File: src/rtl/meas_status_pkg.sv
package meas_status_pkg;

  // Sticky flag: a set event wins over a clear in the same cycle.
  function automatic logic sticky_next(input logic set_i, input logic clr_i, input logic q_i);
    return set_i | (q_i & ~clr_i);
  endfunction

  // Unread marker: a new latch wins over a read in the same cycle.
  function automatic logic marker_next(input logic latch_i, input logic cpread_i, input logic q_i);
    return latch_i | (q_i & ~cpread_i);
  endfunction

  // Missed event: an unread value is overwritten and is not read in this cycle.
  function automatic logic missed_event(input logic latch_i, input logic cpread_i, input logic mark_i);
    return latch_i & mark_i & ~cpread_i;
  endfunction

endpackage

File: src/rtl/ms_event_flag.sv
module ms_event_flag (
  input  logic clk,
  input  logic rst_n,
  input  logic set_i,
  input  logic clr_i,
  output logic flag_o
);
  import meas_status_pkg::*;

  always_ff @(posedge clk or negedge rst_n) begin
    if (!rst_n) flag_o <= 1'b0;
    else        flag_o <= sticky_next(set_i, clr_i, flag_o);
  end
endmodule

File: src/rtl/ms_chan_flag.sv
module ms_chan_flag (
  input  logic clk,
  input  logic rst_n,
  input  logic en_i,
  input  logic sw_rst_i,
  input  logic latch_i,
  input  logic cpread_i,
  input  logic rd_i,
  output logic missed_o,
  output logic miss_evt_o
);
  import meas_status_pkg::*;

  logic mark_q;
  logic wipe;

  assign wipe       = ~en_i | sw_rst_i;
  assign miss_evt_o = ~wipe & missed_event(latch_i, cpread_i, mark_q);

  always_ff @(posedge clk or negedge rst_n) begin
    if (!rst_n) begin
      mark_q   <= 1'b0;
      missed_o <= 1'b0;
    end else if (wipe) begin
      mark_q   <= 1'b0;
      missed_o <= 1'b0;
    end else begin
      mark_q   <= marker_next(latch_i, cpread_i, mark_q);
      missed_o <= sticky_next(miss_evt_o, rd_i, missed_o);
    end
  end
endmodule

File: src/rtl/meas_status_reg.sv
module meas_status_reg #(
  parameter int unsigned NUM_CH = 12,
  localparam int unsigned REG_W = NUM_CH + 4
) (
  input  logic              clk,
  input  logic              hw_rst_n,
  input  logic              sw_rst,
  input  logic              tic_pulse,
  input  logic              pretic_pulse,
  input  logic [NUM_CH-1:0] latch_stb,
  input  logic [NUM_CH-1:0] cp_read_stb,
  input  logic [NUM_CH-1:0] ch_en,
  input  logic              rd_en,
  output logic [REG_W-1:0]  rd_data
);
  localparam int unsigned PAD_W = REG_W - NUM_CH - 2;

  logic [NUM_CH-1:0] missed;
  logic [NUM_CH-1:0] miss_evt;
  logic              tic_flag;
  logic              mint_flag;
  logic              mint_set;

  for (genvar c = 0; c < NUM_CH; c++) begin : g_chan
    ms_chan_flag u_chan (
      .clk        (clk),
      .rst_n      (hw_rst_n),
      .en_i       (ch_en[c]),
      .sw_rst_i   (sw_rst),
      .latch_i    (latch_stb[c]),
      .cpread_i   (cp_read_stb[c]),
      .rd_i       (rd_en),
      .missed_o   (missed[c]),
      .miss_evt_o (miss_evt[c])
    );
  end

  assign mint_set = tic_pulse | pretic_pulse;

  ms_event_flag u_tic (
    .clk    (clk),
    .rst_n  (hw_rst_n),
    .set_i  (tic_pulse),
    .clr_i  (rd_en),
    .flag_o (tic_flag)
  );

  ms_event_flag u_mint (
    .clk    (clk),
    .rst_n  (hw_rst_n),
    .set_i  (mint_set),
    .clr_i  (rd_en),
    .flag_o (mint_flag)
  );

  assign rd_data = {{PAD_W{1'b0}}, tic_flag, mint_flag, missed};
endmodule

File: config.mk
export PLATFORM = sky130hd
export DESIGN_NAME = meas_status_reg
export DESIGN_NICKNAME = d
export VERILOG_FILES = /design/src/rtl/meas_status_pkg.sv /design/src/rtl/ms_event_flag.sv /design/src/rtl/ms_chan_flag.sv /design/src/rtl/meas_status_reg.sv
export SDC_FILE = /design/constraint.sdc
export NUM_CORES = 1
export LEC_CHECK = 0
export ABC_AREA = 1
export BUFFER_PORTS_ARGS = -buffer_cell sky130_fd_sc_hd__buf_2
export CAP_MARGIN = 20
export CORE_ASPECT_RATIO = 1.5
export CORE_MARGIN = 10
export CORE_UTILIZATION = 30
export CTS_BUF_LIST = sky130_fd_sc_hd__clkbuf_2
export DETAILED_ROUTE_END_ITERATION = 10
export GPL_TIMING_DRIVEN = 0
export PLACE_DENSITY = 0.53
export SYNTH_ARGS = -nofsm -noshare
export SYNTH_HDL_FRONTEND = slang
export SYNTH_HIERARCHICAL = 1
export SYNTH_SLANG_ARGS = --single-unit
export TNS_END_PERCENT = 1
File: constraint.sdc
create_clock -name clk -period 1 [get_ports clk]
set_input_delay 0.2 -clock clk [delete_from_list [all_inputs] [get_ports clk]]
set_output_delay 0.2 -clock clk [all_outputs]
set_load 0.01 [all_outputs]
Word level (Yosys, flattened, before mapping)
Index checks and enable logic that the tools add are counted.
W data, S select, Z words.
{"block": "word_totals", "regBits": 26, "in_bits": 42, "output_inout_bits": 16, "word_cells": 188}
{"block": "op_classes", "n_mux": 24, "bitwise": 138}
{"operator": "$and A1 B1 Y1", "n": 62}
{"operator": "$or A1 B1 Y1", "n": 39}
{"operator": "$not A1 Y1", "n": 37}
{"operator": "$mux W1", "n": 24}

Longest topological paths before layout
Gate-level depths: netlist of the first run.
{"block": "depth", "word_depth": 6, "depth_mapped": 5, "depth_no_buf": 5}

By module
Netlist of the first run, hierarchy kept.
{"module": "ms_chan_flag", "instances": 12, "cells_per_inst": 16, "area_each_um2": 106.4, "seq_area_each_um2": 50.0}
{"module": "ms_event_flag", "instances": 2, "cells_per_inst": 5, "area_each_um2": 40.0, "seq_area_each_um2": 25.0}
{"module": "meas_status_reg", "instances": 1, "cells_per_inst": 8, "area_each_um2": 45.0, "seq_area_each_um2": 0.0}

Worst setup path before layout of the first run
Ideal clock, no wire load.
{"block": "synth_path", "path_kind": "reg-to-output", "from": "reg u_mint.flag_o", "to": "out rd_data[12]", "arrival_time_ps": 486, "required_ps": 800, "slack_ps": 314, "path_stages_with_launch": 2, "n_path_buf": 1, "cell_sequence": "dfrtp_1 buf_4"}
{"item": "start: declaration", "line": "ms_event_flag.sv:6", "text": "output logic flag_o"}
{"item": "start signal: assignment", "line": "ms_event_flag.sv:12", "text": "else flag_o <= sticky_next(set_i, clr_i, flag_o);"}
{"item": "end: declaration", "line": "meas_status_reg.sv:14", "text": "output logic [REG_W-1:0] rd_data"}
No word-level cell between the ends.

Final worst setup path of the first run
{"block": "layout_path", "from": "reg g_chan[10].u_chan.missed_o", "to": "out rd_data[10]"}
{"item": "start: declaration", "line": "ms_chan_flag.sv:9", "text": "output logic missed_o,"}
{"item": "start signal: assignment", "line": "ms_chan_flag.sv:29", "text": "missed_o <= sticky_next(miss_evt_o, rd_i, missed_o);"}
No word-level cell between the ends.

==> flow_metrics.env, run 1 <==
export IMPL_status="finished, violations left"
export IMPL_failed_checks="setup timing"
export IMPL_dpl_cell_area_um2=1690
export IMPL_clkTransAtPathRegs_ps=230
export IMPL_viasPerCell=4.03
export IMPL_synth_area_per_cell_um2=6.85
export IMPL_cp_data_arrival_time_ps=910
export IMPL_layout_drive_gt1_share=0.284
export IMPL_seq_power_share=0.633
export IMPL_max_stage_delay_ps=450
export IMPL_max_freq_mhz=904
export IMPL_yosys_warnings=6
export IMPL_cts_sinks=26
export IMPL_start_util=0.314
export IMPL_p_leak_nw=1.13
export IMPL_worstSetupPathType="reg -> out"
export IMPL_internal_power_mw=1.28
export IMPL_coreArea_um2=4320
export IMPL_clk_latency_ps=330
export IMPL_synth_cell_area_um2=1360
export IMPL_final_area_um2=1770
export IMPL_slew_viol_final=0
export IMPL_routed_via_count=1220
export IMPL_fin_total_pwr_mw=1.73
export IMPL_setup_viol=14
export IMPL_fin_nets=301
export IMPL_period_needed_ps=1110
export IMPL_grt_max_degree=27
export IMPL_rsz0062_at_grt="yes"
export IMPL_path_cells="buf_6"
export IMPL_remaining_drc_errors=0
export IMPL_cts_tree="done"
export IMPL_wl_per_cell_um=10.4
export IMPL_clock_tree_buffer_depth=2
export IMPL_antenna_found_initial=0
export IMPL_die_area_um2=7670
export IMPL_cp_top_family="flip-flops"
export IMPL_worst_slack_ps=-106
export IMPL_hold_viol=0
export IMPL_dp_hpwl_mm=2.52
export IMPL_grt_pass1_wl_mm=5.33
export IMPL_place_gp_congestion=0.684
export IMPL_diodes=0
export IMPL_die_w_um=74.9
export IMPL_power_density_nw_per_um2=980
export IMPL_pin_count=58
export IMPL_hp_class="in -> reg"
export IMPL_postRouteAntennaNets=0
export IMPL_die_y_um=102
export IMPL_clkPwrFrac=0.213
export IMPL_fin_crit_sh=1.11
export IMPL_fin_skew_ps=0.602
export IMPL_routed_wl_mm=3.15
export IMPL_worst_pin_slew_ps=589
export IMPL_drt_iter0_drc=29
export IMPL_htreeDepth=1
export IMPL_crit_path_max_fanout=2
export IMPL_cts_buffers=3
export IMPL_grt_util_all_layers=0.0883
export IMPL_cts_root_buffer="clkbuf_2"
export IMPL_end_kind="output port"
export IMPL_slew_headroom=0.608
export IMPL_cp_start_kind="flop"
export IMPL_maxCapViolCount=0
export IMPL_grt_overflow_total=0
export IMPL_sw_frac_of_total=0.260
export IMPL_portBuffers=55
export IMPL_p_sw_mw=0.450
export IMPL_drtPass1Iterations=4
export IMPL_slowest_stage="dfrtp_1"
export IMPL_ir_drop_mv=0.577
export IMPL_grt_pass1_vias=1218
export IMPL_cp_required_ps=800
export IMPL_area_growth_pct=30.3
export IMPL_netlist_instances=198
export IMPL_combPwrFrac=0.154
export IMPL_critical_path_buf_inv_count=1
export IMPL_row_count=29
-- routing by layer --
metal	share of wire	track usage
met1	0.39	0.0932
met2	0.53	0.157
met3	0.077	0.0272
met4	0.0086	0.0351
met5	0	0
-- cell type report --
| cell class | instances | area, µm² |
|---|---|---|
| fillers | 501 | 2550 |
| flip-flops and latches | 26 | 651 |
| multi-input cells | 115 | 477 |
| repair buffers | 57 | 349 |
| inverters | 54 | 203 |
| well taps | 46 | 57.6 |
| clock buffers | 3 | 15.0 |
| plain buffers | 2 | 15.0 |
-- cell usage in the layout (no fill, tap or decap) --
cell	instances
dlygate4sd3_1	1
dfrtp_1	26
nor2_2	12
nor2_1	24
buf_6	9
nand2_1	65
conb_1	2
clkbuf_2	3
buf_4	3
a21oi_1	12
inv_1	54
buf_2	46
-- repair_timing --
action / 4_1_cts / 5_1_grt
hold endpoints to repair: 26 / 0
setup endpoints to repair: 14 / 14
cloned: 0 / 0
buffers inserted: 1 / 0
pin swaps: 0 / 0
resized for setup: 8 / 1
hold buffers: 1 / 0
-- power by group through the flow --
stage	Clock, mW	Sequential (mW)	Combinational (mW)
2_1_floorplan	0	1.11	0.113
3_3_place_gp	0	1.11	0.266
3_5_place_dp	0	1.11	0.270
4_1_cts	0.418	1.10	0.275
5_1_grt	0.448	1.10	0.315
6_report	0.369	1.10	0.266
-- flip-flops by register name, summed over array words and instances (netlist names) --
signal,count
g_chan.u_chan/mark_q,12
g_chan.u_chan/missed_o,12
u_mint/flag_o,1
u_tic/flag_o,1
-- metrics by stage --
stage	hold WS, ps	setup TNS [ps]	utilization	setup WS [ps]	std cells
after floorplan	-95.6	0	-	314	199
final	54.4	-1310	0.409	-106	303
after global routing	12.0	-2540	0.409	-195	303
after CTS	13.3	-2040	0.408	-155	303
after detailed placement	258	0	0.392	93.9	300
after global placement	254	0	0.392	96.9	300
-- final timing paths --
path | from | endpoint | slack (ps) | cells past startpoint
setup / recovery | g_chan[10].u_chan/missed_o | rd_data[10] | -110 | 1
setup reg to reg | g_chan[10].u_chan/missed_o | g_chan[10].u_chan/missed_o | 150 | 5
hold / removal | tic_pulse | u_tic/flag_o | 50 | 3
min in group asynchronous | hw_rst_n | u_mint/flag_o | 380 | 2
hold reg to reg | u_mint/flag_o | u_mint/flag_o | 530 | 2
max in group asynchronous | hw_rst_n | g_chan[11].u_chan/mark_q | 240 | 2
(Power assumes the default switching activity.)
==> run 2, diff against run 1 <==
Settings changed: CORE_UTILIZATION 30 to 40, PLACE_DENSITY 0.53 to 0.67.
==> flow_metrics.env, run 2 (same netlist as run 1, synthesis figures left out) <==
export IMPL_fillers=334
export IMPL_clock_tree_buffer_depth=2
export IMPL_diodes=0
export IMPL_cp_data_arrival_time_ps=930
export IMPL_cp_required_ps=800
export IMPL_hold_worst_slack_ps=42.4
export IMPL_area_growth_pct=32.4
export IMPL_portBuffers=55
export IMPL_slowest_stage="dfrtp_1"
export IMPL_max_stage_delay_ps=450
export IMPL_coreArea_um2=3220
export IMPL_status="finished, violations left"
export IMPL_cp_start_kind="flop"
export IMPL_remaining_drc_errors=0
export IMPL_routed_via_count=1258
export IMPL_max_freq_mhz=884
export IMPL_rr_worst_depth=5
export IMPL_cts_buffers=3
export IMPL_fin_crit_sh=1.13
export IMPL_worst_pin_slew_ps=583
export IMPL_ir_drop_mv=0.838
export IMPL_hp_class="in -> reg"
export IMPL_grt_overflow_total=0
export IMPL_cp_top_family="flip-flops"
export IMPL_place_gp_congestion=0.747
export IMPL_clk_latency_ps=350
export IMPL_path_cells="buf_6"
export IMPL_multi_input_comb_area_um2=477
export IMPL_crit_path_max_fanout=2
export IMPL_routed_wl_mm=3.11
export IMPL_hold_viol=0
export IMPL_worstSetupPathType="reg -> out"
export IMPL_cp_depth=1
export IMPL_failed_checks="setup timing"
export IMPL_power_density_nw_per_um2=1120
export IMPL_start_util=0.421
export IMPL_antenna_found_initial=0
export IMPL_viasPerCell=4.22
export IMPL_cts_sinks=26
export IMPL_slew_viol_final=0
export IMPL_fin_nets=301
export IMPL_grt_util_all_layers=0.105
export IMPL_rsz0062_at_grt="yes"
export IMPL_dp_hpwl_mm=2.49
export IMPL_worst_slack_ps=-131
export IMPL_end_kind="output port"
export IMPL_layout_commonest_cell="nand2_1"
export IMPL_drt_iter0_drc=59
export IMPL_critical_path_buf_inv_count=1
export IMPL_slew_headroom=0.611
export IMPL_setup_viol=14
export IMPL_layout_drive_gt1_share=0.287
export IMPL_period_needed_ps=1130
export IMPL_final_cell_mix="65 x nand2_1, 54 x inv_1, 45 x buf_2"
export IMPL_p_leak_nw=1.14
export IMPL_grt_pass1_wl_mm=5.15
export IMPL_min_path_cells=3
export IMPL_tns_ps=-1580
export IMPL_wl_per_cell_um=10.4
export IMPL_die_area_um2=6170
export IMPL_postRouteAntennaNets=0
export IMPL_die_w_um=67.5
export IMPL_htreeDepth=1
export IMPL_register_area_um2=651
export IMPL_die_y_um=91.3
export IMPL_clkTransAtPathRegs_ps=250
export IMPL_drtPass1Iterations=4
export IMPL_fin_skew_ps=19.2
export IMPL_grt_max_degree=27
export IMPL_cts_tree="done"
export IMPL_cts_root_buffer="clkbuf_2"
export IMPL_pin_count=58
export IMPL_largest_registers="g_chan.u_chan/mark_q (12), g_chan.u_chan/missed_o (12)"
export IMPL_maxCapViolCount=0
export IMPL_grt_pass1_vias=1198
export IMPL_row_count=25
==> run 2: changes by cell type in the layout (fill, tap and decap cells not counted), sizes merged <==
cell	change
bufinv	+1
==> run 2: repair_timing <==
action / 4_1_cts / 5_1_grt
gates resized for setup: 7 / 3
setup buffers: 0 / 1
endpoints found under the hold margin: 26 / 0
setup endpoints to repair: 14 / 14
hold buffers: 1 / 0
==> run 2: tightest hold or removal path, cell delays in order <==
cell     delay [ps]
buf_2            90
inv_1            30
nand2_1          50
==> run 2: per-stage QoR <==
step	power (mW)	cells	setup WS, ps	util	area, µm²
4_1_cts	2.06	297	-166	0.549	1770
3_3_place_gp	1.37	294	119	0.523	1690
6_report	2.02	298	-131	0.557	1800
2_1_floorplan	1.23	199	314	-	1360
3_5_place_dp	1.38	294	100	0.523	1690
5_1_grt	2.14	298	-209	0.557	1800
==> run 2: where the power goes <==
part           internal, mW  leakage [nW]  total, mW  switching, mW
clock network         0.344        0.0266      0.654          0.310
registers              1.08         0.349       1.10         0.0147
logic                 0.118         0.768      0.267          0.149
total                  1.54          1.14       2.02          0.473
==> run 2: path summary, 6_finish.rpt <==
kind                                            from                   endpoint  slack [ps]
setup / recovery           g_chan[4].u_chan/missed_o                 rd_data[4]        -130
hold / removal                             tic_pulse               u_tic/flag_o          40
setup reg to reg           g_chan[4].u_chan/missed_o  g_chan[4].u_chan/missed_o         160
hold reg to reg                        u_mint/flag_o              u_mint/flag_o         530
max in group asynchronous                   hw_rst_n    g_chan[1].u_chan/mark_q         270
min in group asynchronous                   hw_rst_n    g_chan[6].u_chan/mark_q         330
==> run 2: cell type report <==
type / count / share of cell area
Multi-Input combinational cell: 115 / 0.266
Clock buffer: 3 / 0.00836
Tap cell: 40 / 0.0279
Buffer: 2 / 0.00836
Clock inverter: 1 / 0.0167
Sequential cell: 26 / 0.362
Timing Repair Buffer: 57 / 0.198
Inverter: 54 / 0.113
==> run 2: per-layer routing <==
metal / wire (µm) / track usage
met4: 41 / 0.0412
met5: 0 / 0
met1: 1210 / 0.113
met2: 1590 / 0.181
met3: 270 / 0.0320
==> run 3, diff against run 2 <==
Settings changed: CORE_ASPECT_RATIO 1.5 to 0.8, CORE_UTILIZATION 40 to 49, PLACE_DENSITY 0.67 to 0.8.
==> flow_metrics.env, run 3 (same netlist as run 1, synthesis figures left out) <==
export IMPL_postRouteAntennaNets=0
export IMPL_routed_wl_mm=3.10
export IMPL_cts_buffers=3
export IMPL_crit_path_max_fanout=2
export IMPL_cp_required_ps=800
export IMPL_maxCapViolCount=0
export IMPL_final_cell_mix="65 x nand2_1, 54 x inv_1, 46 x buf_2"
export IMPL_fin_crit_sh=1.13
export IMPL_cts_sinks=26
export IMPL_fin_nets=301
export IMPL_cts_setup_buffers=0
export IMPL_area_growth_pct=29.8
export IMPL_grt_pass1_vias=1141
export IMPL_row_count=16
export IMPL_worst_pin_slew_ps=592
export IMPL_power_density_nw_per_um2=1000
export IMPL_r2r_start="g_chan[0].u_chan/mark_q"
export IMPL_fillers=232
export IMPL_coreArea_um2=2540
export IMPL_rsz0062_at_grt="yes"
export IMPL_register_area_um2=651
export IMPL_pin_count=58
export IMPL_ir_drop_mv=0.847
export IMPL_start_util=0.533
export IMPL_htreeDepth=1
export IMPL_layout_drive_gt1_share=0.279
export IMPL_remaining_drc_errors=0
export IMPL_period_needed_ps=1130
export IMPL_cp_top_family="flip-flops"
export IMPL_worstSetupPathType="reg -> out"
export IMPL_hp_start="ch_en[9]"
export IMPL_drtPass1Iterations=4
export IMPL_setup_viol=14
export IMPL_fin_skew_ps=0.717
export IMPL_p_leak_nw=1.13
export IMPL_hold_viol=0
export IMPL_path_cells="buf_2"
export IMPL_slew_headroom=0.605
export IMPL_die_area_um2=5290
export IMPL_drt_iter0_drc=31
export IMPL_dp_hpwl_mm=2.43
export IMPL_place_ws_ps=120
export IMPL_grt_pass1_wl_mm=4.77
export IMPL_status="finished, violations left"
export IMPL_clk_latency_ps=350
export IMPL_routed_via_count=1227
export IMPL_grt_util_all_layers=0.110
export IMPL_clock_tree_buffer_depth=2
export IMPL_die_w_um=78.8
export IMPL_cp_data_arrival_time_ps=930
export IMPL_layout_commonest_cell="nand2_1"
export IMPL_largest_registers="g_chan.u_chan/mark_q (12), g_chan.u_chan/missed_o (12)"
export IMPL_slew_viol_final=0
export IMPL_grt_max_degree=27
export IMPL_cts_root_buffer="clkbuf_2"
export IMPL_max_freq_mhz=887
export IMPL_slowest_stage="dfrtp_1"
export IMPL_diodes=0
export IMPL_hold_worst_slack_ps=57.9
export IMPL_startpoint="g_chan[11].u_chan/missed_o"
export IMPL_max_stage_delay_ps=440
export IMPL_cts_tree="done"
export IMPL_clkTransAtPathRegs_ps=230
export IMPL_end_kind="output port"
export IMPL_worst_slack_ps=-128
export IMPL_critical_path_buf_inv_count=1
export IMPL_die_y_um=67.1
export IMPL_hp_class="in -> reg"
export IMPL_wl_per_cell_um=10.5
export IMPL_place_gp_congestion=0.679
export IMPL_viasPerCell=4.17
export IMPL_multi_input_comb_area_um2=477
export IMPL_portBuffers=55
export IMPL_cp_start_kind="flop"
export IMPL_failed_checks="setup timing"
export IMPL_antenna_found_initial=0
export IMPL_grt_overflow_total=0
[run 3: stage by stage]
stage / setup TNS [ps] / std cells / power (mW) / utilization / instance area, µm²
5_1_grt: -2760 / 294 / 1.87 / 0.692 / 1760
4_1_cts: -2070 / 293 / 1.79 / 0.679 / 1730
3_5_place_dp: 0 / 290 / 1.38 / 0.661 / 1680
2_1_floorplan: 0 / 199 / 1.23 / - / 1360
6_report: -1650 / 294 / 1.76 / 0.692 / 1760
3_3_place_gp: 0 / 290 / 1.37 / 0.661 / 1680
[run 3: final timing paths]
check | end | slack, ps | cells past startpoint
worst min-delay path | g_chan[9].u_chan/mark_q | 60 | 3
max in group asynchronous | g_chan[7].u_chan/mark_q | 270 | 2
worst max-delay path | rd_data[11] | -130 | 1
worst max register to register | g_chan[0].u_chan/mark_q | 270 | 2
worst min register to register | u_mint/flag_o | 530 | 2
min in group asynchronous | g_chan[0].u_chan/missed_o | 350 | 2
[run 3: power by group]
| group | switching [mW] | internal [mW] | leakage [nW] | total (mW) |
|---|---|---|---|---|
| combinational | 0.151 | 0.120 | 0.766 | 0.271 |
| sequential | 0.0152 | 1.08 | 0.349 | 1.10 |
| clock | 0.305 | 0.0869 | 0.0140 | 0.392 |
| total | 0.471 | 1.29 | 1.13 | 1.76 |
[run 3: cell type report]
class / count / area share
plain buffers: 2 / 0.00853
inverters: 54 / 0.115
multi-input cells: 115 / 0.271
clock buffers: 3 / 0.00853
repair buffers: 57 / 0.200
flip-flops and latches: 26 / 0.370
clock inverters: 1 / 0.00213
well taps: 36 / 0.0256
[run 3: timing repair]
| item | in CTS | in global routing |
|---|---|---|
| endpoints found under the setup margin | 14 | 14 |
| resized for setup | 5 | 4 |
| hold endpoints to repair | 26 | 1 |
| hold buffers | 1 | 1 |
[run 3: worst min-delay path, delay by kind of cell]
family        cells  cell delay, ps
simple gates      2             120
buf+inv           1              90
[run 3: routing by layer]
metal / GRT usage / wire length, µm / vias up
li1: - / - / 671
met1: 0.118 / 1310 / 514
met2: 0.185 / 1420 / 39
met3: 0.0724 / 357 / 3
met4: 0.00670 / 14 / 0
met5: 0 / 0 / -
